==> src/rtl/ccu_pkg.sv <==
package ccu_pkg;

    localparam int COND_W    = 4;
    localparam int GROUP_W   = COND_W - 1;
    localparam int NUM_GROUP = 1 << GROUP_W;
    localparam int NUM_SIDE  = 3;

    // Group index = upper three selector bits; the low bit picks the inverse.
    typedef enum logic [GROUP_W-1:0] {
        GRP_ZERO    = 3'd0,
        GRP_CARRY   = 3'd1,
        GRP_NEG     = 3'd2,
        GRP_OVF     = 3'd3,
        GRP_UHI     = 3'd4,
        GRP_SGE     = 3'd5,
        GRP_SGT     = 3'd6,
        GRP_UNCOND  = 3'd7
    } cond_group_e;

    typedef struct packed {
        logic n;
        logic z;
        logic c;
        logic v;
    } status_flags_t;

    typedef struct packed {
        logic pass;
        logic undef;
    } verdict_t;

endpackage

==> src/rtl/ccu_flag_terms.sv <==
module ccu_flag_terms
    import ccu_pkg::*;
(
    input  status_flags_t          flags_i,
    output logic [NUM_GROUP-1:0]   terms_o
);

    logic [NUM_GROUP-1:0] terms_d;

    always_comb begin
        terms_d             = '0;
        terms_d[GRP_ZERO]   = flags_i.z;
        terms_d[GRP_CARRY]  = flags_i.c;
        terms_d[GRP_NEG]    = flags_i.n;
        terms_d[GRP_OVF]    = flags_i.v;
        terms_d[GRP_UHI]    = flags_i.c & ~flags_i.z;
        terms_d[GRP_SGE]    = ~(flags_i.n ^ flags_i.v);
        terms_d[GRP_SGT]    = ~flags_i.z & ~(flags_i.n ^ flags_i.v);
        terms_d[GRP_UNCOND] = 1'b1;
    end

    assign terms_o = terms_d;

    always_comb begin
        if (terms_o[GRP_SGT]) assert (terms_o[GRP_SGE] && !flags_i.z)
            else $error("AST_SGT_IMPLIES_SGE");
        if (terms_o[GRP_UHI]) assert (terms_o[GRP_CARRY])
            else $error("AST_UHI_NEEDS_CARRY");
    end

endmodule

==> src/rtl/ccu_cond_select.sv <==
module ccu_cond_select
    import ccu_pkg::*;
(
    input  logic [COND_W-1:0]      cond_i,
    input  logic [NUM_GROUP-1:0]   terms_i,
    output verdict_t               verdict_o
);

    cond_group_e group_sel;
    logic        invert;
    logic        base;
    verdict_t    verdict_d;

    always_comb begin
        group_sel       = cond_group_e'(cond_i[COND_W-1:1]);
        base            = terms_i[group_sel];
        invert          = cond_i[0] & (group_sel != GRP_UNCOND);
        verdict_d.undef = (cond_i == {COND_W{1'b1}});
        verdict_d.pass  = (base ^ invert) & ~verdict_d.undef;
    end

    assign verdict_o = verdict_d;

    always_comb begin
        if (verdict_o.undef) assert (!verdict_o.pass)
            else $error("AST_UNDEF_NEVER_PASSES");
        if (cond_i == 4'b1110) assert (verdict_o.pass && !verdict_o.undef)
            else $error("AST_ALWAYS_PASSES");
    end

endmodule

==> src/rtl/ccu_side_gate.sv <==
module ccu_side_gate #(
    parameter int NUM_REQ = 3
) (
    input  logic [NUM_REQ-1:0] req_i,
    input  logic               pass_i,
    output logic [NUM_REQ-1:0] gated_o
);

    for (genvar g = 0; g < NUM_REQ; g++) begin : g_gate
        assign gated_o[g] = req_i[g] & pass_i;
    end

endmodule

==> src/rtl/ccu_eval_top.sv <==
module ccu_eval_top
    import ccu_pkg::*;
(
    input  logic [3:0] cond_i,
    input  logic       flag_n_i,
    input  logic       flag_z_i,
    input  logic       flag_c_i,
    input  logic       flag_v_i,
    input  logic       reg_we_i,
    input  logic       flag_we_i,
    input  logic       branch_req_i,
    output logic       pass_o,
    output logic       undef_o,
    output logic       reg_we_o,
    output logic       flag_we_o,
    output logic       branch_o
);

    status_flags_t        flags_d;
    logic [NUM_GROUP-1:0] terms;
    verdict_t             verdict;
    logic [NUM_SIDE-1:0]  side_req;
    logic [NUM_SIDE-1:0]  side_gated;

    always_comb begin
        flags_d.n = flag_n_i;
        flags_d.z = flag_z_i;
        flags_d.c = flag_c_i;
        flags_d.v = flag_v_i;
    end

    assign side_req = {branch_req_i, flag_we_i, reg_we_i};

    ccu_flag_terms u_terms (
        .flags_i (flags_d),
        .terms_o (terms)
    );

    ccu_cond_select u_select (
        .cond_i    (cond_i),
        .terms_i   (terms),
        .verdict_o (verdict)
    );

    ccu_side_gate #(.NUM_REQ(NUM_SIDE)) u_gate (
        .req_i   (side_req),
        .pass_i  (verdict.pass),
        .gated_o (side_gated)
    );

    assign pass_o    = verdict.pass;
    assign undef_o   = verdict.undef;
    assign reg_we_o  = side_gated[0];
    assign flag_we_o = side_gated[1];
    assign branch_o  = side_gated[2];

    always_comb begin
        if (!pass_o) assert (!reg_we_o && !flag_we_o && !branch_o)
            else $error("AST_FAIL_SQUASHES");
        if (pass_o) assert (reg_we_o == reg_we_i && flag_we_o == flag_we_i
                            && branch_o == branch_req_i)
            else $error("AST_PASS_FORWARDS");
        if (cond_i == 4'b0000) assert (pass_o == flag_z_i)
            else $error("AST_EQ_TRACKS_Z");
        if (cond_i == 4'b1011) assert (pass_o == (flag_n_i != flag_v_i))
            else $error("AST_LT_TRACKS_NV");
    end

endmodule

==> config.mk <==
export PLATFORM = sky130hd
export DESIGN_NAME = ccu_eval_top
export DESIGN_NICKNAME = d
export VERILOG_FILES = /design/src/rtl/ccu_pkg.sv /design/src/rtl/ccu_flag_terms.sv /design/src/rtl/ccu_cond_select.sv /design/src/rtl/ccu_side_gate.sv /design/src/rtl/ccu_eval_top.sv
export SDC_FILE = /design/constraint.sdc
export NUM_CORES = 1
export LEC_CHECK = 0
export CORE_AREA = 3 3 40 42
export DETAILED_ROUTE_END_ITERATION = 7
export DIE_AREA = 0 0 43 45
export PLACE_DENSITY = 0.43
export RECOVER_POWER = 50
export SLEW_MARGIN = 40
export SYNTH_ARGS = -nofsm -noshare
export SYNTH_HDL_FRONTEND = slang
export SYNTH_HIERARCHICAL = 1
export SYNTH_SLANG_ARGS = --single-unit
==> constraint.sdc <==
create_clock -name vclk -period 4.3
set_input_delay 0.86 -clock vclk [all_inputs]
set_output_delay 0.86 -clock vclk [all_outputs]
set_load 0.1 [all_outputs]
Word level (Yosys, flattened, before mapping)
Index checks and enable logic that the tools add are counted.
W data, S select, Z words.
- order comparisons: 1
- equal/unequal tests: 2
- multiplexer cells: 2
- bitwise gates (word level): 12
- operators by type and width (operator ; number):
    $and A1 B1 Y1 ; 7
    $eq A4 B4 Y1 const B ; 1
    $lt A3 B4 Y1 const B ; 1
    $bmux W1 S3 ; 1
    $ne A3 B3 Y1 const B ; 1
    $not A1 Y1 ; 3
    $xor A1 B1 Y1 ; 2
    $mux W1 ; 1
- flip-flop bits (word level): 0
- output and inout bits: 5

Longest topological paths before layout
Gate-level depths: netlist (run 1).
- word-level depth: 8
- depth in mapped cells: 7
- mapped depth without buffers: 7

Modules after synthesis
The synthesis (run 1) kept the hierarchy.
- modules (own cells, without submodules) (module ; times used ; cells each ; area each (µm²) ; seq. area each (µm²)):
    ccu_cond_select ; 1 ; 16 ; 111.4 ; 0.0
    ccu_flag_terms ; 1 ; 9 ; 65.1 ; 0.0
    ccu_side_gate ; 1 ; 3 ; 18.8 ; 0.0

Worst setup path before layout (run 1)
No wires, ideal clock.
- path type: input -> output
- start point: input port flag_n_i
- end point: output port branch_o
- data arrival time: 4.056 ns
- data required time: 3.440 ns
- slack: -0.616 ns
- cell stages on the path: 7
- path buffers: 0
- cells stage by stage: xnor2_1 -> and2b_2 -> mux2i_1 -> nand3_1 -> nand4_1 -> mux2i_1 -> and2_1
- word-level cells in the longest chain between the ends: 8
- ends and longest elaborated chain (what ; RTL line ; text):
    from (decl) ; ccu_eval_top.sv:5 ; input logic flag_n_i,
    $xor A1 B1 Y1 ; ccu_flag_terms.sv:18 ; terms_d[GRP_SGT] = ~flags_i.z & ~(flags_i.n ^ flags_i.v);
    $not A1 Y1 ; ccu_flag_terms.sv:18 ;
    $and A1 B1 Y1 ; ccu_flag_terms.sv:18 ;
    via terms[6] ; ccu_eval_top.sv:20 ; logic [NUM_GROUP-1:0] terms;
    $bmux W1 S3 ; ccu_cond_select.sv:16 ; base = terms_i[group_sel];
    $mux W1 (not written as such) ; ccu_cond_select.sv:16 ;
    $xor A1 B1 Y1 ; ccu_cond_select.sv:19 ; verdict_d.pass = (base ^ invert) & ~verdict_d.undef;
    $and A1 B1 Y1 ; ccu_cond_select.sv:19 ;
    via pass_o ; ccu_eval_top.sv:12 ; output logic pass_o,
    $and A1 B1 Y1 ; ccu_side_gate.sv:10 ; assign gated_o[g] = req_i[g] & pass_i;
    to (decl) ; ccu_eval_top.sv:16 ; output logic branch_o
The timed path passes the listed nets, and every way through them passes these cells. The select of a mux whose other input is x is not followed.

Final worst setup path (run 1)
- start point: input port flag_v_i
- end point: output port reg_we_o
- word-level cells in the longest chain between the ends: 8
- ends and longest elaborated chain (what ; RTL line ; text):
    from (decl) ; ccu_eval_top.sv:8 ; input logic flag_v_i,
    $xor A1 B1 Y1 ; ccu_flag_terms.sv:17 ; terms_d[GRP_SGE] = ~(flags_i.n ^ flags_i.v);
    $not A1 Y1 ; ccu_flag_terms.sv:17 ;
    via terms[5] ; ccu_eval_top.sv:20 ;
    $and A1 B1 Y1 ; ccu_flag_terms.sv:18 ;
    via terms[6] ; ccu_eval_top.sv:20 ;
    $bmux W1 S3 ; ccu_cond_select.sv:16 ;
    $mux W1 (not written as such) ; ccu_cond_select.sv:16 ;
    $xor A1 B1 Y1 ; ccu_cond_select.sv:19 ;
    $and A1 B1 Y1 ; ccu_cond_select.sv:19 ;
    $and A1 B1 Y1 ; ccu_side_gate.sv:10 ;
    to (decl) ; ccu_eval_top.sv:14 ; output logic reg_we_o,
The timed path passes the listed nets, and every way through them passes these cells. The select of a mux whose other input is x is not followed.

==> results of run 1 <==
[area by class of cell]
cell class / instances / area (um2)
Fill cell: 135 / 926
Multi-Input combinational cell: 21 / 143
Inverter: 1 / 3.75
Timing Repair Buffer: 16 / 194
Tap cell: 15 / 18.8
[Yosys cell counts, drive strengths merged]
cell    count  area (um2)
and2        3        18.8
and2b       1        8.76
buf         6        48.8
conb        1        3.75
inv         1        3.75
mux2i       5        50.1
nand2       2        7.51
nand3       2        10.0
nand3b      2        15.0
nand4       1        6.26
nor2        2        7.51
nor2b       1        6.26
xnor2       1        8.76
[power groups by stage]
stage	sequential (W)	combinational (W)	clock, W
2_1_floorplan	0	0.0000471	0
3_3_place_gp	0	0.0000730	0
3_5_place_dp	0	0.0000743	0
4_1_cts	0	0.0000745	0
5_1_grt	0	0.0000741	0
6_report	0	0.0000711	0
[worst min-delay path, stage by stage]
cell	delay (ns)
sky130_fd_sc_hd__clkdlybuf4s50_1	0.39
sky130_fd_sc_hd__and2_1	0.18
sky130_fd_sc_hd__buf_12	0.17
[worst paths after layout]
kind | cells after the start | to | slack, ns | start
max | 9 | reg_we_o | 0.56 | flag_v_i
min | 3 | flag_we_o | 2.46 | flag_we_i
[layer usage]
layer | GRT usage | vias to the layer above | share of wire
li1 | - | 106 | -
met1 | 0.0786 | 94 | 0.42
met2 | 0.114 | 8 | 0.52
met4 | 0.0181 | 0 | 0.024
met3 | 0 | 2 | 0.031
met5 | 0 | - | 0
[metrics by stage]
| step | instance area, um2 | instances | util |
|---|---|---|---|
| 6_report | 359 | 53 | 0.279 |
| 5_1_grt | 359 | 53 | 0.279 |
| 4_1_cts | 375 | 53 | 0.292 |
| 3_5_place_dp | 375 | 53 | 0.292 |
| 3_3_place_gp | 375 | 53 | 0.292 |
| 2_1_floorplan | 208 | 28 | - |
[cell families (layout without fill, tap and decap cells)]
| logic type | Yosys count | after routing | synth area share |
|---|---|---|---|
| xor+xnor | 1 | 1 | 0.0449 |
| buf+inv | 7 | 17 | 0.269 |
| mux | 5 | 5 | 0.256 |
| other cells | 1 | 1 | 0.0192 |
| simple gates | 14 | 14 | 0.410 |
==> implementation parameters, run 1 <==
Parameter                              Value

Die
  Chip height ... 45 um
  Std-Cell Core Area ... approximately 0.0013 mm2
  DIE AREA ... 0.00194 mm2
  Starting density of the core ... 0.152
  Site row count ... 13
  Die boundary width ... around 43 um
  I/O pins ... 16

Worst setup path
  Highest fanout seen on the critical path ... 4
  Cells traversed along the worst timing path ... clkdlybuf4s50_1 -> xnor2_1 -> and2b_2 -> mux2i_1 -> nand3_1 -> nand4_1 -> mux2i_1 -> and2_1 -> buf_12
  Kind of launch point of the worst setup path ... primary input
  Buffers & Inverters on Critical Path ... 2
  Data arrival at the endpoint of the critical path ... 2.88 ns
  Dominant cell type by count on the critical path ... sky130_fd_sc_hd__mux2i_1
  Required time reported for the critical path endpoint ... between 3 and 4 ns
  Type of the setup path with the least slack ... primary input to output port
  Maximum single-stage delay on the critical path ... around 0.44 ns
  Kind of cell adding the most delay to the critical path ... simple AND/OR/NAND/NOR gates
  Type of destination of the critical path ... output port
  Slowest cell on the critical path ... sky130_fd_sc_hd__clkdlybuf4s50_1

Drt
  Via/cell ratio ... between 3 and 4
  Detailed Route Iter0 Violations ... 3
  Average wire per cell in the routed design ... 11.0 um
  Final Routed Wirelength ... approximately 580 um
  Total DRC errors in the routed layout ... 0
  Detailed Routing Iterations Pass 1 ... 2
  Vias ... 210
  Remaining antenna violation count after routing ... 0

Timing
  Unrepaired setup endpoints after global routing ... false
  Total of endpoints with negative setup slack in the final report ... 0
  Worst slew pin tran ... 1.17 ns
  Highest achievable clock rate ... around 270 MHz
  Max-slew headroom ... 0.225
  Max-slew violations ... 0
  Final WS setup ... 0.561 ns
  Setup TNS ... 0 ns
  Post-layout min period ... 3.74 ns
  Worst hold-check slack ... roughly 2.5 ns
  Final Hold Viols ... 0
  Final worst path period share ... 0.869

Logic synthesis
  Number of unique standard cell types used by synthesis ... 14
  Syn nets ... 39
  Number of instances in the synthesized netlist ... 28
  Seq/Total Area, Yosys ... 0
  Post-Syn Area per Cell ... approximately 7 um2
  Count of yosys warnings during synthesis ... 6
  Post-Synthesis Cell Area ... 195 um2

Power
  Switching share of power ... 0.590
  Cell leakage power ... 0.152 nW
  Net switching component of the power ... 0.0000419 W
  Clock share of power ... 0
  P per Cell Area ... 198 mW/mm2
  Combinational group share of total power ... 1.000
  Pwr Total ... slightly above 0.00007 W
  Sequential fraction of design power ... 0
  Worst ir drop on vdd ... about 0.057 mV
  Cell-internal power ... just under 0.00003 W

Place
  DPL Wire Length ... ~510 um
  Count of input and output buffers ... 16
  Worst slack at placement ... around 0.67 ns
  Final estimated routing congestion in global placement ... approximately 0.71

Final layout
  Sequential cell count of the final layout ... 0
  Sequential Area ... 0 um2
  Share of post-route cells with drive strength above 1 ... 0.132
  Most common cell after layout, fill and taps aside ... sky130_fd_sc_hd__clkdlybuf4s50_1
  Clock tree buffer count of the final layout ... 0
  Synth-to-Final Area Change ... 84.0%
  Number of diodes added for antenna fixing ... 0
  # nets final ... slightly above 50
  Highest-count cells in the layout ignoring fill and taps ... 11 x sky130_fd_sc_hd__clkdlybuf4s50_1, 5 x sky130_fd_sc_hd__mux2i_1, 4 x sky130_fd_sc_hd__buf_12

Global routing
  GRT Util Overall ... 0.0614
  Initial antenna violation count ... 0
  Number of global-route vias before repair ... between 200 and 250
  Total global routing overflow ... 0
  Largest net degree at the start of global routing ... 6
  Wire length of the first global-routing pass ... ~970 um

Worst hold path
  Class of the worst hold path ... primary input to output port

Flow run
  Number of max-cap violations ... 0

Clocking
  Quantity of gates resized following cts ... 0
  Setup Buffers After CTS ... 0
  Total of hold buffers inserted after clock tree synthesis ... 0

Outcome
  Status ... finished clean
No activity file was read; power rests on OpenSTA's default activity.
==> inputs of run 2 (changes only) <==
==> constraint.sdc (replaced) <==
create_clock -name vclk -period 4.2
set_input_delay 0.84 -clock vclk [all_inputs]
set_output_delay 0.84 -clock vclk [all_outputs]
set_load 0.1 [all_outputs]
==> results of run 2 <==
Same layout as run 1 (identical final DEF). Status: finished clean.
Among the figures that moved: setup slack after placement 0.672 ns -> 0.612 ns; setup slack after layout 0.561 ns -> 0.501 ns; hold slack 2.46 ns -> 2.42 ns; total power 0.0000711 W -> 0.0000728 W; worst IR drop on VDD 0.0568 mV -> 0.0581 mV
